### config.mk
export PLATFORM = sky130hd
export DESIGN_NAME = irq_deleg_regs
export DESIGN_NICKNAME = d
export VERILOG_FILES = /design/src/rtl/irq_deleg_regs.sv
export SDC_FILE = /design/constraint.sdc
export NUM_CORES = 1
export LEC_CHECK = 0
export BUFFER_PORTS_ARGS = -buffer_cell sky130_fd_sc_hd__clkbuf_2
export CAP_MARGIN = 20
export CELL_PAD_IN_SITES_DETAIL_PLACEMENT = 2
export CELL_PAD_IN_SITES_GLOBAL_PLACEMENT = 2
export CORE_ASPECT_RATIO = 1.25
export CORE_MARGIN = 2
export CORE_UTILIZATION = 34
export DETAILED_ROUTE_END_ITERATION = 16
export PLACE_DENSITY = 0.75
export SLEW_MARGIN = 20
export SYNTH_ARGS = -nofsm -noshare
export SYNTH_HDL_FRONTEND = slang
export SYNTH_SLANG_ARGS = --single-unit
### constraint.sdc
create_clock -name clk -period 1.3 [get_ports clk]
set_input_delay 0.065 -clock clk [delete_from_list [all_inputs] [get_ports clk]]
set_output_delay 0.065 -clock clk [all_outputs]
set_load 0.01 [all_outputs]
### src/rtl/irq_deleg_regs.sv
`timescale 1ns/1ps
module irq_deleg_regs #(
  parameter int XLEN = 32,
  parameter int SELW = 3
) (
  input  logic            clk,
  input  logic            rst_n,
  input  logic [SELW-1:0] csr_sel,
  input  logic            csr_we,
  input  logic [XLEN-1:0] csr_wdata,
  output logic [XLEN-1:0] csr_rdata,
  input  logic            hw_meip,
  input  logic            hw_seip
);
  localparam logic [SELW-1:0] S_MIE = SELW'(0);
  localparam logic [SELW-1:0] S_MIP = SELW'(1);
  localparam logic [SELW-1:0] S_IDL = SELW'(2);
  localparam logic [SELW-1:0] S_EDL = SELW'(3);
  localparam logic [SELW-1:0] S_SIE = SELW'(4);
  localparam logic [SELW-1:0] S_SIP = SELW'(5);
  localparam logic [SELW-1:0] S_MTV = SELW'(6);
  localparam logic [SELW-1:0] S_STV = SELW'(7);

  localparam logic [XLEN-1:0] DELEG_MASK = XLEN'('h222);
  localparam logic [XLEN-1:0] EN_MASK    = XLEN'('h2AA);
  localparam logic [XLEN-1:0] SWP_MASK   = XLEN'('h022);
  localparam logic [XLEN-1:0] EXC_MASK   = XLEN'('hBBFF);

  logic [XLEN-1:0] mie_q, mip_sw_q, mideleg_q, medeleg_q, mtvec_q, stvec_q;
  logic [XLEN-1:0] pend, sie_next, sip_next;
  logic            direct_mode;

  assign pend        = mip_sw_q | (XLEN'(hw_seip) << 9) | (XLEN'(hw_meip) << 11);
  assign sie_next    = (mie_q & ~mideleg_q) | (csr_wdata & mideleg_q);
  assign sip_next    = (pend & ~mideleg_q) | (csr_wdata & mideleg_q);
  assign direct_mode = (csr_wdata[1:0] == 2'b00);

  always_ff @(posedge clk) begin
    if (!rst_n) begin
      mie_q     <= '0;
      mip_sw_q  <= '0;
      mideleg_q <= '0;
      medeleg_q <= '0;
      mtvec_q   <= '0;
      stvec_q   <= '0;
    end else if (csr_we) begin
      case (csr_sel)
        S_MIE: mie_q     <= (mie_q & ~EN_MASK) | (csr_wdata & EN_MASK);
        S_MIP: mip_sw_q  <= (mip_sw_q & ~SWP_MASK) | (csr_wdata & SWP_MASK);
        S_IDL: mideleg_q <= csr_wdata & DELEG_MASK;
        S_EDL: medeleg_q <= csr_wdata & EXC_MASK;
        S_SIE: mie_q     <= (mie_q & ~EN_MASK) | (sie_next & EN_MASK);
        S_SIP: mip_sw_q  <= (mip_sw_q & ~SWP_MASK) | (sip_next & SWP_MASK);
        S_MTV: if (direct_mode) mtvec_q <= csr_wdata;
        S_STV: if (direct_mode) stvec_q <= csr_wdata;
        default: ;
      endcase
    end
  end

  always_comb begin
    case (csr_sel)
      S_MIE:   csr_rdata = mie_q;
      S_MIP:   csr_rdata = pend;
      S_IDL:   csr_rdata = mideleg_q;
      S_EDL:   csr_rdata = medeleg_q;
      S_SIE:   csr_rdata = mie_q & mideleg_q;
      S_SIP:   csr_rdata = pend & mideleg_q;
      S_MTV:   csr_rdata = mtvec_q;
      S_STV:   csr_rdata = stvec_q;
      default: csr_rdata = '0;
    endcase
  end
endmodule


==> run_results.csv, run 1 <==
group,metric,value,unit
clock_network,htree_levels,3,
run_status,status,"complete, but fails checks",
floorplan,die_area,12940,um^2
global_routing,grt_max_degree,38,
clock_network,clk_latency,330,ps
run_status,violations,"negative setup slack",
worst_setup_path,path_class,"flop to output port",
layout,final_common_cell,"nand2_1",
worst_setup_path,required,1240,ps
synthesis,syn_inst,437,
job,maxCapViolCount,0,
worst_setup_path,cp-start-kind,"flop",
global_routing,grt-ovfl-total,0,
synthesis,yosys_warnings,0,
floorplan,start_util,0.3507,
synthesis,synth_flop_cell,"dfxtp_1",
sta,relSlewSlack,0.7485,
floorplan,io_pins,72,
sta,rsz0062_at_grt,"true",
layout,fin_util,0.4575,
sta,drv_slew,0,
global_routing,antenna_found_initial,0,
layout,fin_nets,573,
clock_network,cts.sinks,88,
detailed_routing,ant_nets,0,
sta,setup_violations,9,
clock_network,clk_pin_slew_worst_paths,60,ps
floorplan,die_y,126.7,um
min_path,min-delay-start,"csr_wdata[19]",
floorplan,core.rowCount,44,
detailed_routing,via_per_inst,5.023,
worst_setup_path,end_kind,"output port",
detailed_routing,first_iter_violations,83,
global_routing,grt_util_all_layers,0.2090,
synthesis,ys_async_sr_fraction,0,
worst_setup_path,crit_fanout,2,
synthesis,syn_nets,477,
detailed_routing,drc,0,
worst_setup_path,cp_top_family,"compound AO/OA/AOI/OAI gates",
worst_setup_path,worst_r2r_path_depth,4,
clock_network,cts_root_buf,"clkbuf_16",
placement,dpl_cell_area,4745,um^2
placement,io_buffers,71,
layout,final_cell_mix,"125 x nand2_1, 76 x mux2i_1, 72 x dfxtp_1",
sta,hold_violations,0,
min_path,min_path_type,"input pin to flop",
synthesis,synth_seq_cells,88,
clock_network,cts_buffer_depth,2,
power,p_per_area,1102,nW/um^2
synthesis,syn_area_per_cell,9.365,um^2
sta,clock_skew,1.217,ps
clock_network,cts_tree,"built",
worst_setup_path,crit_path_top_delay_cell,"dfxtp_2",
sta,layout_setup_ws,-85.89,ps
layout,fillers,1272,
worst_setup_path,crit_start,"medeleg_q[5]",
layout,antenna_cells,0,
clock_network,cts_buffers,9,
layout,area_growth_syn_to_layout,30.48,%
synthesis,synth-edff-count,0,
worst_setup_path,path_buf_inv,1,
worst_setup_path,rr_startpoint,"mideleg_q[1]",
floorplan,core-area,11670,um^2
layout,finalInstanceArea,5340,um^2
worst_setup_path,slowest_delay,360,ps
power,p_leak,2.541,nW
synthesis,synthesis.area,4093,um^2
worst_setup_path,crit_chain,"mux2i_2 -> o221ai_2 -> o311a_1 -> buf_2",
layout,drive_above_1_share,0.3030,
power,peakVddDrop,0.5058,mV
detailed_routing,dr.pass1.iters,4,
sta,fin_crit_sh,1.066,
placement,dpl.hpwl,8.602,mm
global_routing,grt_pass1_vias,3853,
global_routing,grt_pass1_wl,20.80,mm
synthesis,synth_seq_area_share,0.4304,
worst_setup_path,crit_arrival,1320,ps
sta,max_freq,0.7216,GHz
sta,fin_setup_tns,-316.3,ps
detailed_routing,num_vias,3511,
placement,place_congestion,0.8021,
sta,max_slew.worst_pin.slew,376.4,ps
floorplan,die_x,102.1,um
sta,layout_min_cycle_time,1386,ps
detailed_routing,wire_per_inst,18.51,um
detailed_routing,drt-total-wl,12.94,mm
worst_setup_path,cp.depth,4,
power,p_total,0.005884,W
min_path,min_path_cells,3,
synthesis,yosysUniqueCellTypes,36,
## power by group
| group | switching, W | internal (W) | total, W |
|---|---|---|---|
| registers | 0.0000192 | 0.00272 | 0.00274 |
| clock network | 0.00109 | 0.00149 | 0.00258 |
| logic | 0.000312 | 0.000245 | 0.000556 |
| total | 0.00142 | 0.00446 | 0.00588 |
## Yosys cell counts (4+ instances only)
| cell | instances | area [um^2] |
|---|---|---|
| mux2_2 | 9 | 101.4 |
| nand3b_1 | 4 | 30.03 |
| nand2_1 | 125 | 469.2 |
| clkbuf_1 | 13 | 48.80 |
| buf_2 | 7 | 35.03 |
| a22o_1 | 18 | 157.7 |
| o211ai_1 | 4 | 30.03 |
| buf_6 | 9 | 101.4 |
| and3_1 | 4 | 25.02 |
| dfxtp_1 | 88 | 1762 |
| buf_4 | 7 | 52.55 |
| a21boi_0 | 14 | 105.1 |
| a22oi_1 | 9 | 67.56 |
| nor2_1 | 10 | 37.54 |
| mux2i_1 | 77 | 770.7 |
| nor2b_1 | 10 | 62.56 |
## worst min-delay path, cell delays in order
cell      delay (ps)
clkbuf_2          80
nand2_1           70
mux2i_1           70
## state kept, by name (all words and copies together), names as in the netlist, named ones only
name / count
stvec_q: 32
mie_q: 2
mideleg_q: 3
mtvec_q: 32
medeleg_q: 14
## worst paths after layout
check	end	slack, ps
max	csr_rdata[5]	-90
min reg2reg	stvec_q[30]	460
max reg2reg	flop	220
min	stvec_q[19]	0.7
## area by class of cell
class                           instances  area (um^2)  share of cell area
Sequential cell                        88         1784              0.3341
Inverter                                2        7.507            0.001406
Tap cell                              161        201.4             0.03772
Clock buffer                           11        232.7             0.04358
Timing Repair Buffer                  121        890.9              0.1668
Multi-Input combinational cell        311         2167              0.4058
Clock inverter                          5        56.30             0.01054
## kinds of logic (layout without fill, tap and decap cells)
logic type / Yosys count / in the layout / synth area share
compound gates: 55 / 55 / 0.1064
simple gates: 169 / 169 / 0.1880
buf+inv: 38 / 139 / 0.05992
xor+xnor: 1 / 1 / 0.002140
flops: 88 / 88 / 0.4304
mux: 86 / 86 / 0.2131
## layer usage
metal | wire length [um] | track usage | vias up
met4 | 177 | 0.04941 | 0
met3 | 301 | 0.03140 | 12
met2 | 6852 | 0.3793 | 61
met1 | 5608 | 0.2562 | 1746
li1 | - | - | 1692
met5 | 0 | 0 | -
## per-stage QoR
stage | std cells | setup WS [ps] | hold WS [ps]
global placement | 662 | 2.667 | 315.2
finish | 699 | -85.89 | 0.7499
global route | 699 | -127.1 | 20.39
floorplan | 437 | 270.7 | 209.9
detailed placement | 662 | -7.562 | 327.1
CTS | 697 | -104.3 | 0.4405
## timing repair
item | 4_1_cts | 5_1_grt
setup buffers | 1 | 2
endpoints found under the setup margin | 12 | 27
hold buffers | 18 | 0
hold endpoints to repair | 28 | 0
resized for setup | 27 | 17
pin swaps | 2 | 2
Note: power is estimated with default switching activity, not from simulation.
==> run 2, diff against run 1 <==
--- a/config.mk
+++ b/config.mk
@@ -13,7 +13,7 @@
 export CORE_MARGIN = 2
 export CORE_UTILIZATION = 34
 export DETAILED_ROUTE_END_ITERATION = 16
-export PLACE_DENSITY = 0.75
+export PLACE_DENSITY = 0.82
 export SLEW_MARGIN = 20
 export SYNTH_ARGS = -nofsm -noshare
 export SYNTH_HDL_FRONTEND = slang
==> run 2 against run 1 <==
The flow finishes with violations (negative hold slack, negative setup slack). Total power is 1.7% higher. Core utilization is 0.64 points higher. Critical path depth stayed put.
==> run_results.csv, run 2 (synthesis gave the netlist of run 1 again) <==
group,metric,value,unit
run_status,status,"complete, but fails checks",
run_status,violations,"negative hold slack, negative setup slack",
clock_network,cts_buffers,9,
sta,drv_slew,0,
layout,reg_top3,"mtvec_q x32, stvec_q x32, medeleg_q x14",
sta,clock_skew,6.885,ps
worst_setup_path,path_class,"flop to output port",
placement,io_buffers,71,
power,p_leak,2.572,nW
layout,fin_nets,579,
clock_network,htree_levels,3,
detailed_routing,top_layer,"met4",
sta,max_freq,0.7108,GHz
global_routing,antenna_found_initial,0,
detailed_routing,drc,0,
worst_setup_path,crit_fanout,2,
min_path,min_path_cells,3,
floorplan,die_y,126.7,um
global_routing,grt_pass1_wl,21.25,mm
floorplan,core-area,11670,um^2
floorplan,start_util,0.3507,
sta,rsz0062_at_grt,"true",
detailed_routing,wire_per_inst,19.10,um
worst_setup_path,slowest_delay,350,ps
worst_setup_path,crit_path_top_delay_cell,"o32a_1",
placement,dpl.hpwl,8.961,mm
layout,finalInstanceArea,5415,um^2
detailed_routing,dr.pass1.iters,4,
worst_setup_path,end_kind,"output port",
worst_setup_path,rr_startpoint,"mideleg_q[5]",
clock_network,cts_tree,"built",
sta,setup_violations,10,
global_routing,grt_util_all_layers,0.2143,
detailed_routing,routed-wl-met2,7.408,mm
clock_network,clk_latency,340,ps
sta,whs,-2.688,ps
worst_setup_path,cp-start-kind,"flop",
placement,pre_cts_slack,-51.42,ps
min_path,min_path_type,"input pin to flop",
detailed_routing,drt-total-wl,13.47,mm
layout,area_growth_syn_to_layout,32.31,%
floorplan,die_x,102.1,um
sta,fin_crit_sh,1.082,
sta,relSlewSlack,0.7075,
detailed_routing,wl_met3,291,um
global_routing,grt_max_degree,34,
sta,fin_setup_tns,-423.2,ps
clock_network,cts_buffer_depth,2,
power,p_total,0.005986,W
worst_setup_path,required,1240,ps
worst_setup_path,worst_r2r_path_depth,3,
sta,layout_setup_ws,-106.9,ps
layout,instances_no_fill,705,
sta,hold_violations,3,
floorplan,core.rowCount,44,
global_routing,grt_pass1_vias,3984,
detailed_routing,ant_nets,0,
global_routing,grt-ovfl-total,0,
clock_network,clk_pin_slew_worst_paths,60,ps
worst_setup_path,cp_top_family,"compound AO/OA/AOI/OAI gates",
min_path,worstHoldEndpoint,"stvec_q[21]",
floorplan,io_pins,72,
placement,place_congestion,0.7541,
clock_network,cts.sinks,88,
clock_network,cts_root_buf,"clkbuf_16",
placement,dp.cells,665,
layout,final_common_cell,"nand2_1",
detailed_routing,via_per_inst,5.058,
detailed_routing,met1Wirelength,5.575,mm
power,p_per_area,1105,nW/um^2
worst_setup_path,ff2ff_setup_slack,360,ps
worst_setup_path,crit_chain,"mux2i_2 -> o32a_1 -> o21ai_2 -> buf_2",
worst_setup_path,path_buf_inv,1,
sta,layout_min_cycle_time,1407,ps
layout,antenna_cells,0,
detailed_routing,num_vias,3566,
layout,drive_above_1_share,0.3217,
sta,max_slew.worst_pin.slew,438.7,ps
power,peakVddDrop,0.5203,mV
floorplan,die_area,12940,um^2
detailed_routing,first_iter_violations,87,
worst_setup_path,crit_arrival,1340,ps
min_path,min-delay-start,"csr_wdata[21]",
job,maxCapViolCount,0,
placement,dpl_cell_area,4767,um^2
layout,final_cell_mix,"125 x nand2_1, 75 x mux2i_1, 68 x dfxtp_1",
-- run 2: cell types whose count changed in the layout (fill, tap and decap cells not counted), moves of 2 or more --
cell / change
nor2_2: -2
clkbuf_8: +2
nor3_2: +2
nor2b_1: -2
nor2b_2: +3
a22oi_2: -3
buf_4: +5
dfxtp_1: -4
nor3_1: -2
a22oi_1: +3
clkinv_2: -2
dfxtp_2: +5
-- run 2: per-stage QoR --
step                      hold slack (ps)  utilization
after detailed placement            332.1       0.4084
after global routing               0.9063       0.4640
after floorplan                     209.9            -
after global placement              318.7       0.4084
after CTS                           2.556       0.4590
final                              -2.688       0.4640
-- run 2: power breakdown --
part           total (W)  leakage (nW)  internal (W)  switching (W)
Clock            0.00266         0.143       0.00160        0.00106
Combinational   0.000583          1.71      0.000263       0.000320
Sequential       0.00275         0.720       0.00273      0.0000190
-- run 2: layer usage --
layer	up-vias	GRT usage
li1	1703	-
met1	1788	0.2432
met2	60	0.4040
met3	15	0.03526
met4	0	0.06039
met5	-	0
-- run 2: final cells by class --
| class | count | area, um^2 |
|---|---|---|
| clock buffer | 14 | 264.0 |
| clock inverter | 2 | 37.54 |
| fill | 1277 | 6256 |
| inverter | 2 | 11.26 |
| multi-input combinational | 311 | 2172 |
| sequential | 88 | 1787 |
| tap | 161 | 201.4 |
| timing repair buffer | 127 | 942.2 |
-- run 2: how the worst max path moves through the flow --
stage | start | end | slack (ps) | cells past startpoint
after detailed placement | csr_sel[0] | csr_rdata[1] | -50 | 6
after global placement | csr_sel[2] | csr_rdata[18] | 5 | 7
after CTS | flop | csr_rdata[1] | -130 | 4
final | flop | csr_rdata[1] | -110 | 4
after floorplan | csr_sel[2] | csr_rdata[11] | 270 | 5
after global routing | flop | csr_rdata[1] | -160 | 4
-- run 2: worst min-delay path: cells and delay by family --
kind | cells | cell delay (ps)
buffers and inverters | 1 | 90
and+or+nand+nor | 1 | 70
muxes | 1 | 60
-- run 2: timing repair --
action,CTS,global route
pin swaps,4,3
endpoints found under the setup margin,15,15
setup buffers,4,2
hold endpoints to repair,26,0
resized for setup,29,23
gates cloned,0,0
hold buffers,18,0
